## src/rtl/xlat_pkg.sv

```systemverilog
package xlat_pkg;
   typedef enum logic [1:0] {
      L1_FAULT   = 2'd0,
      L1_COARSE  = 2'd1,
      L1_SECTION = 2'd2,
      L1_FINE    = 2'd3
   } l1_kind_e;

   typedef enum logic [1:0] {
      WP_NONE  = 2'd0,
      WP_WTHRU = 2'd1,
      WP_WBACK = 2'd2
   } wpol_e;

   typedef enum logic [1:0] {
      ST_IDLE = 2'd0,
      ST_L1   = 2'd1,
      ST_L2   = 2'd2,
      ST_DONE = 2'd3
   } walk_st_e;

   localparam int AP_SLOTS   = 4;
   localparam int AP_W       = 2 * AP_SLOTS;
   localparam int DOM_W      = 4;
   localparam int BIT_C      = 3;
   localparam int BIT_B      = 2;
   localparam int DOM_LSB    = 5;
   localparam int SECT_AP_LSB = 10;
   localparam int PAGE_AP_LSB = 4;
   localparam logic [1:0] PAGE_SMALL = 2'd2;

   typedef struct packed {
      logic             c;
      logic             b;
      logic [DOM_W-1:0] dom;
      logic [AP_W-1:0]  ap;
   } attr_t;
endpackage

```

## src/rtl/xlat_l1_dec.sv

```systemverilog
module xlat_l1_dec
   import xlat_pkg::*;
#(
   parameter int ADDR_W     = 32,
   parameter int SECT_SHIFT = 20,
   parameter int PAGE_SHIFT = 12
) (
   input  logic [ADDR_W-1:0] desc,
   input  logic [ADDR_W-1:0] va,
   output l1_kind_e          kind,
   output logic [ADDR_W-1:0] sect_pa,
   output logic [ADDR_W-1:0] l2_addr,
   output attr_t             attr
);
   localparam int L2_IDX_W   = SECT_SHIFT - PAGE_SHIFT;
   localparam int L2_TB_LSB  = L2_IDX_W + 2;

   logic [AP_W-1:0] ap_rep;
   logic            unused_bits;

   assign kind    = l1_kind_e'(desc[1:0]);
   assign sect_pa = {desc[ADDR_W-1:SECT_SHIFT], va[SECT_SHIFT-1:0]};
   assign l2_addr = {desc[ADDR_W-1:L2_TB_LSB], va[SECT_SHIFT-1:PAGE_SHIFT], 2'b00};

   for (genvar g = 0; g < AP_SLOTS; g++) begin : g_ap_rep
      assign ap_rep[2*g +: 2] = desc[SECT_AP_LSB +: 2];
   end

   assign attr        = '{c: desc[BIT_C], b: desc[BIT_B],
                          dom: desc[DOM_LSB +: DOM_W], ap: ap_rep};
   assign unused_bits = ^{desc[9], desc[4], va[ADDR_W-1:SECT_SHIFT]};
endmodule

```

## src/rtl/xlat_l2_dec.sv

```systemverilog
module xlat_l2_dec
   import xlat_pkg::*;
#(
   parameter int ADDR_W     = 32,
   parameter int PAGE_SHIFT = 12
) (
   input  logic [ADDR_W-1:0] desc,
   input  logic [ADDR_W-1:0] va,
   output logic              is_page,
   output logic [ADDR_W-1:0] page_pa,
   output logic              c,
   output logic              b,
   output logic [AP_W-1:0]   ap
);
   logic unused_va;

   assign is_page   = (desc[1:0] == PAGE_SMALL);
   assign page_pa   = {desc[ADDR_W-1:PAGE_SHIFT], va[PAGE_SHIFT-1:0]};
   assign c         = desc[BIT_C];
   assign b         = desc[BIT_B];
   assign ap        = desc[PAGE_AP_LSB +: AP_W];
   assign unused_va = ^va[ADDR_W-1:PAGE_SHIFT];
endmodule

```

## src/rtl/xlat_wpol.sv

```systemverilog
module xlat_wpol
   import xlat_pkg::*;
(
   input  logic  c,
   input  logic  b,
   output wpol_e pol
);
   always_comb begin
      if (c && b)  pol = WP_WBACK;
      else if (c)  pol = WP_WTHRU;
      else         pol = WP_NONE;
   end
endmodule

```

## src/rtl/xlat_walker.sv

```systemverilog
module xlat_walker
   import xlat_pkg::*;
#(
   parameter int ADDR_W     = 32,
   parameter int SECT_SHIFT = 20,
   parameter int PAGE_SHIFT = 12
) (
   input  logic              clk,
   input  logic              rst_n,
   input  logic              req_valid,
   output logic              req_ready,
   input  logic [ADDR_W-1:0] req_va,
   input  logic              mmu_en,
   input  logic [ADDR_W-1:0] tbl_base,
   output logic              mem_req,
   output logic [ADDR_W-1:0] mem_addr,
   input  logic              mem_rvalid,
   input  logic [ADDR_W-1:0] mem_rdata,
   output logic              rsp_valid,
   input  logic              rsp_ack,
   output logic [ADDR_W-1:0] rsp_pa,
   output logic              rsp_cacheable,
   output logic              rsp_bufferable,
   output logic [1:0]        rsp_wpol,
   output logic [DOM_W-1:0]  rsp_domain,
   output logic [AP_W-1:0]   rsp_ap,
   output logic              rsp_fault,
   output logic              rsp_fault_lvl
);
   localparam int L1_IDX_W   = ADDR_W - SECT_SHIFT;
   localparam int L1_TB_LSB  = L1_IDX_W + 2;

   initial begin
      assert (ADDR_W == 32) else $error("descriptor layout needs 32-bit addresses");
      assert (SECT_SHIFT > PAGE_SHIFT) else $error("region must exceed page");
      assert (PAGE_SHIFT >= 12) else $error("page entry attributes occupy bits [11:0]");
   end

   walk_st_e          st_q;
   logic [ADDR_W-1:0] va_q;
   logic [ADDR_W-1:0] addr_q;
   logic              mreq_q;
   logic [ADDR_W-1:0] pa_q;
   attr_t             res_q;
   logic              flt_q;
   logic              lvl_q;

   l1_kind_e          l1_kind;
   logic [ADDR_W-1:0] l1_sect_pa;
   logic [ADDR_W-1:0] l1_next;
   attr_t             l1_attr;
   logic              l2_ok;
   logic [ADDR_W-1:0] l2_pa;
   logic              l2_c;
   logic              l2_b;
   logic [AP_W-1:0]   l2_ap;
   wpol_e             pol;
   logic              unused_base;

   xlat_l1_dec #(.ADDR_W(ADDR_W), .SECT_SHIFT(SECT_SHIFT), .PAGE_SHIFT(PAGE_SHIFT)) l1_dec_i (
      .desc(mem_rdata), .va(va_q), .kind(l1_kind), .sect_pa(l1_sect_pa),
      .l2_addr(l1_next), .attr(l1_attr)
   );

   xlat_l2_dec #(.ADDR_W(ADDR_W), .PAGE_SHIFT(PAGE_SHIFT)) l2_dec_i (
      .desc(mem_rdata), .va(va_q), .is_page(l2_ok), .page_pa(l2_pa),
      .c(l2_c), .b(l2_b), .ap(l2_ap)
   );

   xlat_wpol wpol_i (.c(res_q.c), .b(res_q.b), .pol(pol));

   assign unused_base = ^tbl_base[L1_TB_LSB-1:0];

   always_ff @(posedge clk or negedge rst_n) begin
      if (!rst_n) begin
         st_q   <= ST_IDLE;
         va_q   <= '0;
         addr_q <= '0;
         mreq_q <= 1'b0;
         pa_q   <= '0;
         res_q  <= '0;
         flt_q  <= 1'b0;
         lvl_q  <= 1'b0;
      end else begin
         case (st_q)
            ST_IDLE: if (req_valid) begin
               va_q  <= req_va;
               flt_q <= 1'b0;
               lvl_q <= 1'b0;
               res_q <= '0;
               if (!mmu_en) begin
                  pa_q <= req_va;
                  st_q <= ST_DONE;
               end else begin
                  addr_q <= {tbl_base[ADDR_W-1:L1_TB_LSB], req_va[ADDR_W-1:SECT_SHIFT], 2'b00};
                  mreq_q <= 1'b1;
                  st_q   <= ST_L1;
               end
            end
            ST_L1: if (mem_rvalid) begin
               case (l1_kind)
                  L1_SECTION: begin
                     pa_q   <= l1_sect_pa;
                     res_q  <= l1_attr;
                     mreq_q <= 1'b0;
                     st_q   <= ST_DONE;
                  end
                  L1_COARSE: begin
                     addr_q    <= l1_next;
                     res_q.dom <= l1_attr.dom;
                     st_q      <= ST_L2;
                  end
                  default: begin
                     pa_q   <= '0;
                     flt_q  <= 1'b1;
                     lvl_q  <= 1'b0;
                     mreq_q <= 1'b0;
                     st_q   <= ST_DONE;
                  end
               endcase
            end
            ST_L2: if (mem_rvalid) begin
               mreq_q <= 1'b0;
               st_q   <= ST_DONE;
               if (l2_ok) begin
                  pa_q  <= l2_pa;
                  res_q <= '{c: l2_c, b: l2_b, dom: res_q.dom, ap: l2_ap};
               end else begin
                  pa_q  <= '0;
                  res_q <= '0;
                  flt_q <= 1'b1;
                  lvl_q <= 1'b1;
               end
            end
            default: if (rsp_ack) st_q <= ST_IDLE;
         endcase
      end
   end

   assign req_ready      = (st_q == ST_IDLE);
   assign rsp_valid      = (st_q == ST_DONE);
   assign mem_req        = mreq_q;
   assign mem_addr       = addr_q;
   assign rsp_pa         = pa_q;
   assign rsp_cacheable  = res_q.c;
   assign rsp_bufferable = res_q.b;
   assign rsp_wpol       = pol;
   assign rsp_domain     = res_q.dom;
   assign rsp_ap         = res_q.ap;
   assign rsp_fault      = flt_q;
   assign rsp_fault_lvl  = lvl_q;

   AST_BYPASS_NO_FETCH: assert property (@(posedge clk) disable iff (!rst_n)
      req_valid && req_ready && !mmu_en |=> rsp_valid && !mem_req);
   AST_READ_HOLD: assert property (@(posedge clk) disable iff (!rst_n)
      mem_req && !mem_rvalid |=> mem_req && $stable(mem_addr));
   AST_FAULT_ZERO: assert property (@(posedge clk) disable iff (!rst_n)
      rsp_valid && rsp_fault |-> rsp_pa == '0 && !rsp_cacheable && rsp_ap == '0);
   AST_UNCACHED_POL: assert property (@(posedge clk) disable iff (!rst_n)
      rsp_valid && !rsp_cacheable |-> rsp_wpol == WP_NONE);
   AST_RESULT_HOLD: assert property (@(posedge clk) disable iff (!rst_n)
      rsp_valid && !rsp_ack |=> rsp_valid && $stable(rsp_pa) && $stable(rsp_fault));
   AST_BUSY_NOT_READY: assert property (@(posedge clk) disable iff (!rst_n)
      rsp_valid || mem_req |-> !req_ready);
endmodule

```

## config.mk

```make
export PLATFORM = sky130hd
export DESIGN_NAME = xlat_walker
export DESIGN_NICKNAME = d
export VERILOG_FILES = /design/src/rtl/xlat_pkg.sv /design/src/rtl/xlat_l1_dec.sv /design/src/rtl/xlat_l2_dec.sv /design/src/rtl/xlat_wpol.sv /design/src/rtl/xlat_walker.sv
export SDC_FILE = /design/constraint.sdc
export NUM_CORES = 1
export LEC_CHECK = 0
export CAP_MARGIN = 20
export CORE_ASPECT_RATIO = 1.2
export CORE_MARGIN = 3
export CORE_UTILIZATION = 40
export DETAILED_ROUTE_END_ITERATION = 8
export DONT_BUFFER_PORTS = 1
export GPL_TIMING_DRIVEN = 1
export PLACE_DENSITY_LB_ADDON = 0.25
export SLEW_MARGIN = 20
export SYNTH_ARGS = -nofsm -noshare
export SYNTH_HDL_FRONTEND = slang
export SYNTH_SLANG_ARGS = --single-unit
```

## constraint.sdc

```tcl
create_clock -name clk -period 2.9 [get_ports clk]
set_input_delay 0.145 -clock clk [delete_from_list [all_inputs] [get_ports clk]]
set_output_delay 0.145 -clock clk [all_outputs]
set_load 0.1 [all_outputs]
```

==> metrics.md <==
| Metric | Value |
|---|---|
| Outcome | finished, violations left |
| Violated checks | hold timing |
| Cells after Synth | 477 |
| Layout Skew | 3.96 ps |
| Crit start category | flop |
| Worst slew pin tran | 966 ps |
| Count leader, synth | dfrtp_1 |
| Top cell type's share of synthesized area | 51.7% |
| Port bufs | 0 |
| Clock Tree Root | clkbuf_16 |
| Clk_lat worst skew | 340 ps |
| Top cell family by delay on the critical path | buffers and inverters |
| Hold slack | -2.89 ps |
| Clk sink count | 101 |
| Most used cell, CP | buf_4 |
| Die ar. | 0.0136 mm² |
| Total iterations of the first detailed-routing run | 4 |
| Final nets | 609 |
| CTS tree | done |
| Setup violations, final | 0 |
| DP HPWL | 9220 µm |
| Slew headroom | 35.6% |
| CTS Buf Count | 9 |
| Maximum number of pins on one net before global-route repair | 102 |
| H-Tree Depth | 3 |
| # placed instances | 619 |
| Tcrit/Tclk final | 80.1% |
| Syn Std Cell Area | 0.00489 mm² |
| Compound-Gate Fraction of Synth Area | 17.6% |
| Number of global-route vias before repair | 3,842 |
| RSZ-0062 raised after global routing | false |
| Slew Limit Fails | 0 |
| Async SR Flop Fraction | 100% |
| WP buf/inv | 3 |
| Synth area leader | dfrtp_1 |
| Worst path max stage delay | 530 ps |
| Final Util | 48.0% |
| Syn_area_per_cell | 10.3 µm² |
| Initial Util | 41.7% |
| Max Cap Violations | 0 |
| GPL Wtd Cong | 0.799 |
| # rows | 43 |
| Final non-filler cell total | 658 |
| Yosys cell types | 36 |
| Gr usage total | 20.0% |
| Clock Path Buffers | 2 |
| Min-Delay Path Class | primary input to flop |
| ANT cells | 0 |
| Slowest-stage cell, CP | buf_4 |
| Crit path time final | 2320 ps |
| Core area | 0.0117 mm² |
| Sequential area share after synthesis | 51.7% |
| Vias | 3,638 |
| Critical Path AT | 2580 ps |
| First-pass GRT wire length | 21,200 µm |
| Xor/xnor share of the synthesized area | 0% |
| YS warnings | 0 |
| Global route overflow | 0 |
| Initial antenna violation count | 0 |
| Ranking of synthesized cells by area | dfrtp_1 52%, mux2i_1 6.3%, a21oi_1 6.0% |
| DR iter-0 viols | 247 |
| Vias/cell | 5.53 |
| Resized cells post-CTS | 0 |
| Simple-gate share of the synthesized area | 12.7% |
| Syn-to-layout area delta | 15.2% |
| Critical path peak fanout | 60 |
| Worst Setup Path Type | flop to flop |
| Post-synthesis mux area share | 10.9% |
| Remaining DRCs | 0 |
| Largest family of logic cells by synthesized area | compound AO/OA/AOI/OAI gates |
| WP data required | 3160 ps |
| Setup_tns | 0 ps |
| Adder-cell share of the synthesized area | 2.56% |
| Top Ports | 187 |
| EDFF count, synth | 0 |
| Most used flip-flop cell after synthesis | dfrtp_1 |
| DIE WIDTH | 107 µm |
| Fillers | 1,110 |
| DRT Wirelength | 13,500 µm |
| Clock slew at reported path FFs | 70 ps |
| Fmax | 0.431 GHz |
| Routed len/inst | 20.5 µm |
| Chip height | 127 µm |
| Final hold vios | 1 |
| Crit path cell chain | inv_1 > ha_1 > buf_4 > nor2b_1 > a2111oi_4 > buf_4 > nor2_1 > a21oi_1 |
| Worst Setup End Kind | flop |
| Share of cells above drive strength 1 | 13.0% |
| Routed Antenna Nets | 0 |
| #FFs+latches synth | 101 |
| Synth cell count leaders | 101 x dfrtp_1, 65 x nor2_1, 59 x a21oi_1 |
-- sequential cells by signal, summed over array words and instances (netlist names) --
signal and cells:
va_q 20, rsp_cacheable 1, rsp_pa 32, rsp_fault 1
mem_addr 30, mem_req 1, rsp_ap 8, rsp_domain 4
rsp_fault_lvl 1, rsp_bufferable 1, st_q 2
-- cell usage in the layout (no fill, tap or decap), types with 2 or more instances in the layout --
cell type and count:
nand4_1 2, ha_2 2, inv_1 18, nor2_2 3, nor2_1 62, dfrtp_1 101, ha_1 8, o31ai_1 2
nor3_1 4, a31oi_1 31, buf_4 18, a22o_1 6, o21a_1 6, mux2_2 20, clkinvlp_4 2, clkinv_2 2
a22oi_1 6, nand3_1 5, a21oi_1 59, dlygate4sd3_1 23, and3_1 5, mux2i_1 31, o221ai_1 6, o21ai_0 11
clkbuf_16 9, nand2_1 11, nor2b_1 30, conb_1 2, a2111oi_4 2
-- cell type report --
type / count / area [µm²] / share of cell area [%]
inverters: 18 / 67.6 / 1.20
repair buffers: 43 / 413 / 7.33
multi-input cells: 324 / 2160 / 38.4
clock inverters: 4 / 25.0 / 0.444
well taps: 157 / 196 / 3.49
flip-flops and latches: 101 / 2530 / 44.9
clock buffers: 11 / 243 / 4.31
-- through the flow --
stage               instance area [µm²]  setup WS (ps)
global placement                   5110            645
CTS                                5630            559
finish                             5630            577
floorplan                          4900            410
detailed placement                 5110            569
global route                       5630            386
-- metal layers --
metal / vias up / global-route usage, % / share of wire, % / wire, µm
met5: - / 0 / 0 / 0
met4: 0 / 5.94 / 1.7 / 229
met3: 13 / 4.95 / 6.9 / 937
met2: 121 / 34.8 / 51 / 6870
met1: 1803 / 24.7 / 40 / 5470
li1: 1701 / - / - / -
-- timing repair --
item,CTS,global route
endpoints found under the hold margin,123,0
setup buffers,0,0
hold buffers,24,0
-- cell families after synthesis --
kind of cell / count (synthesis)
mux: 51
simple gates: 128
other cells: 1
compound gates: 133
buf+inv: 53
fa+ha+maj: 10
flops: 101
-- final timing paths --
path	startpoint	to	slack [ps]	cells past startpoint
max	st_q[1]	mem_addr[15]	580	8
min	req_va[13]	va_q[13]	-3	2
max reg2reg	st_q[1]	mem_addr[15]	580	8
min reg2reg	va_q[11]	va_q[11]	510	1
max in group asynchronous	rst_n	va_q[11]	2050	2
min in group asynchronous	rst_n	rsp_ap[4]	380	2
Power is not shown: default switching activity piles up to over one toggle a cycle in this logic, so the estimate is an artifact.
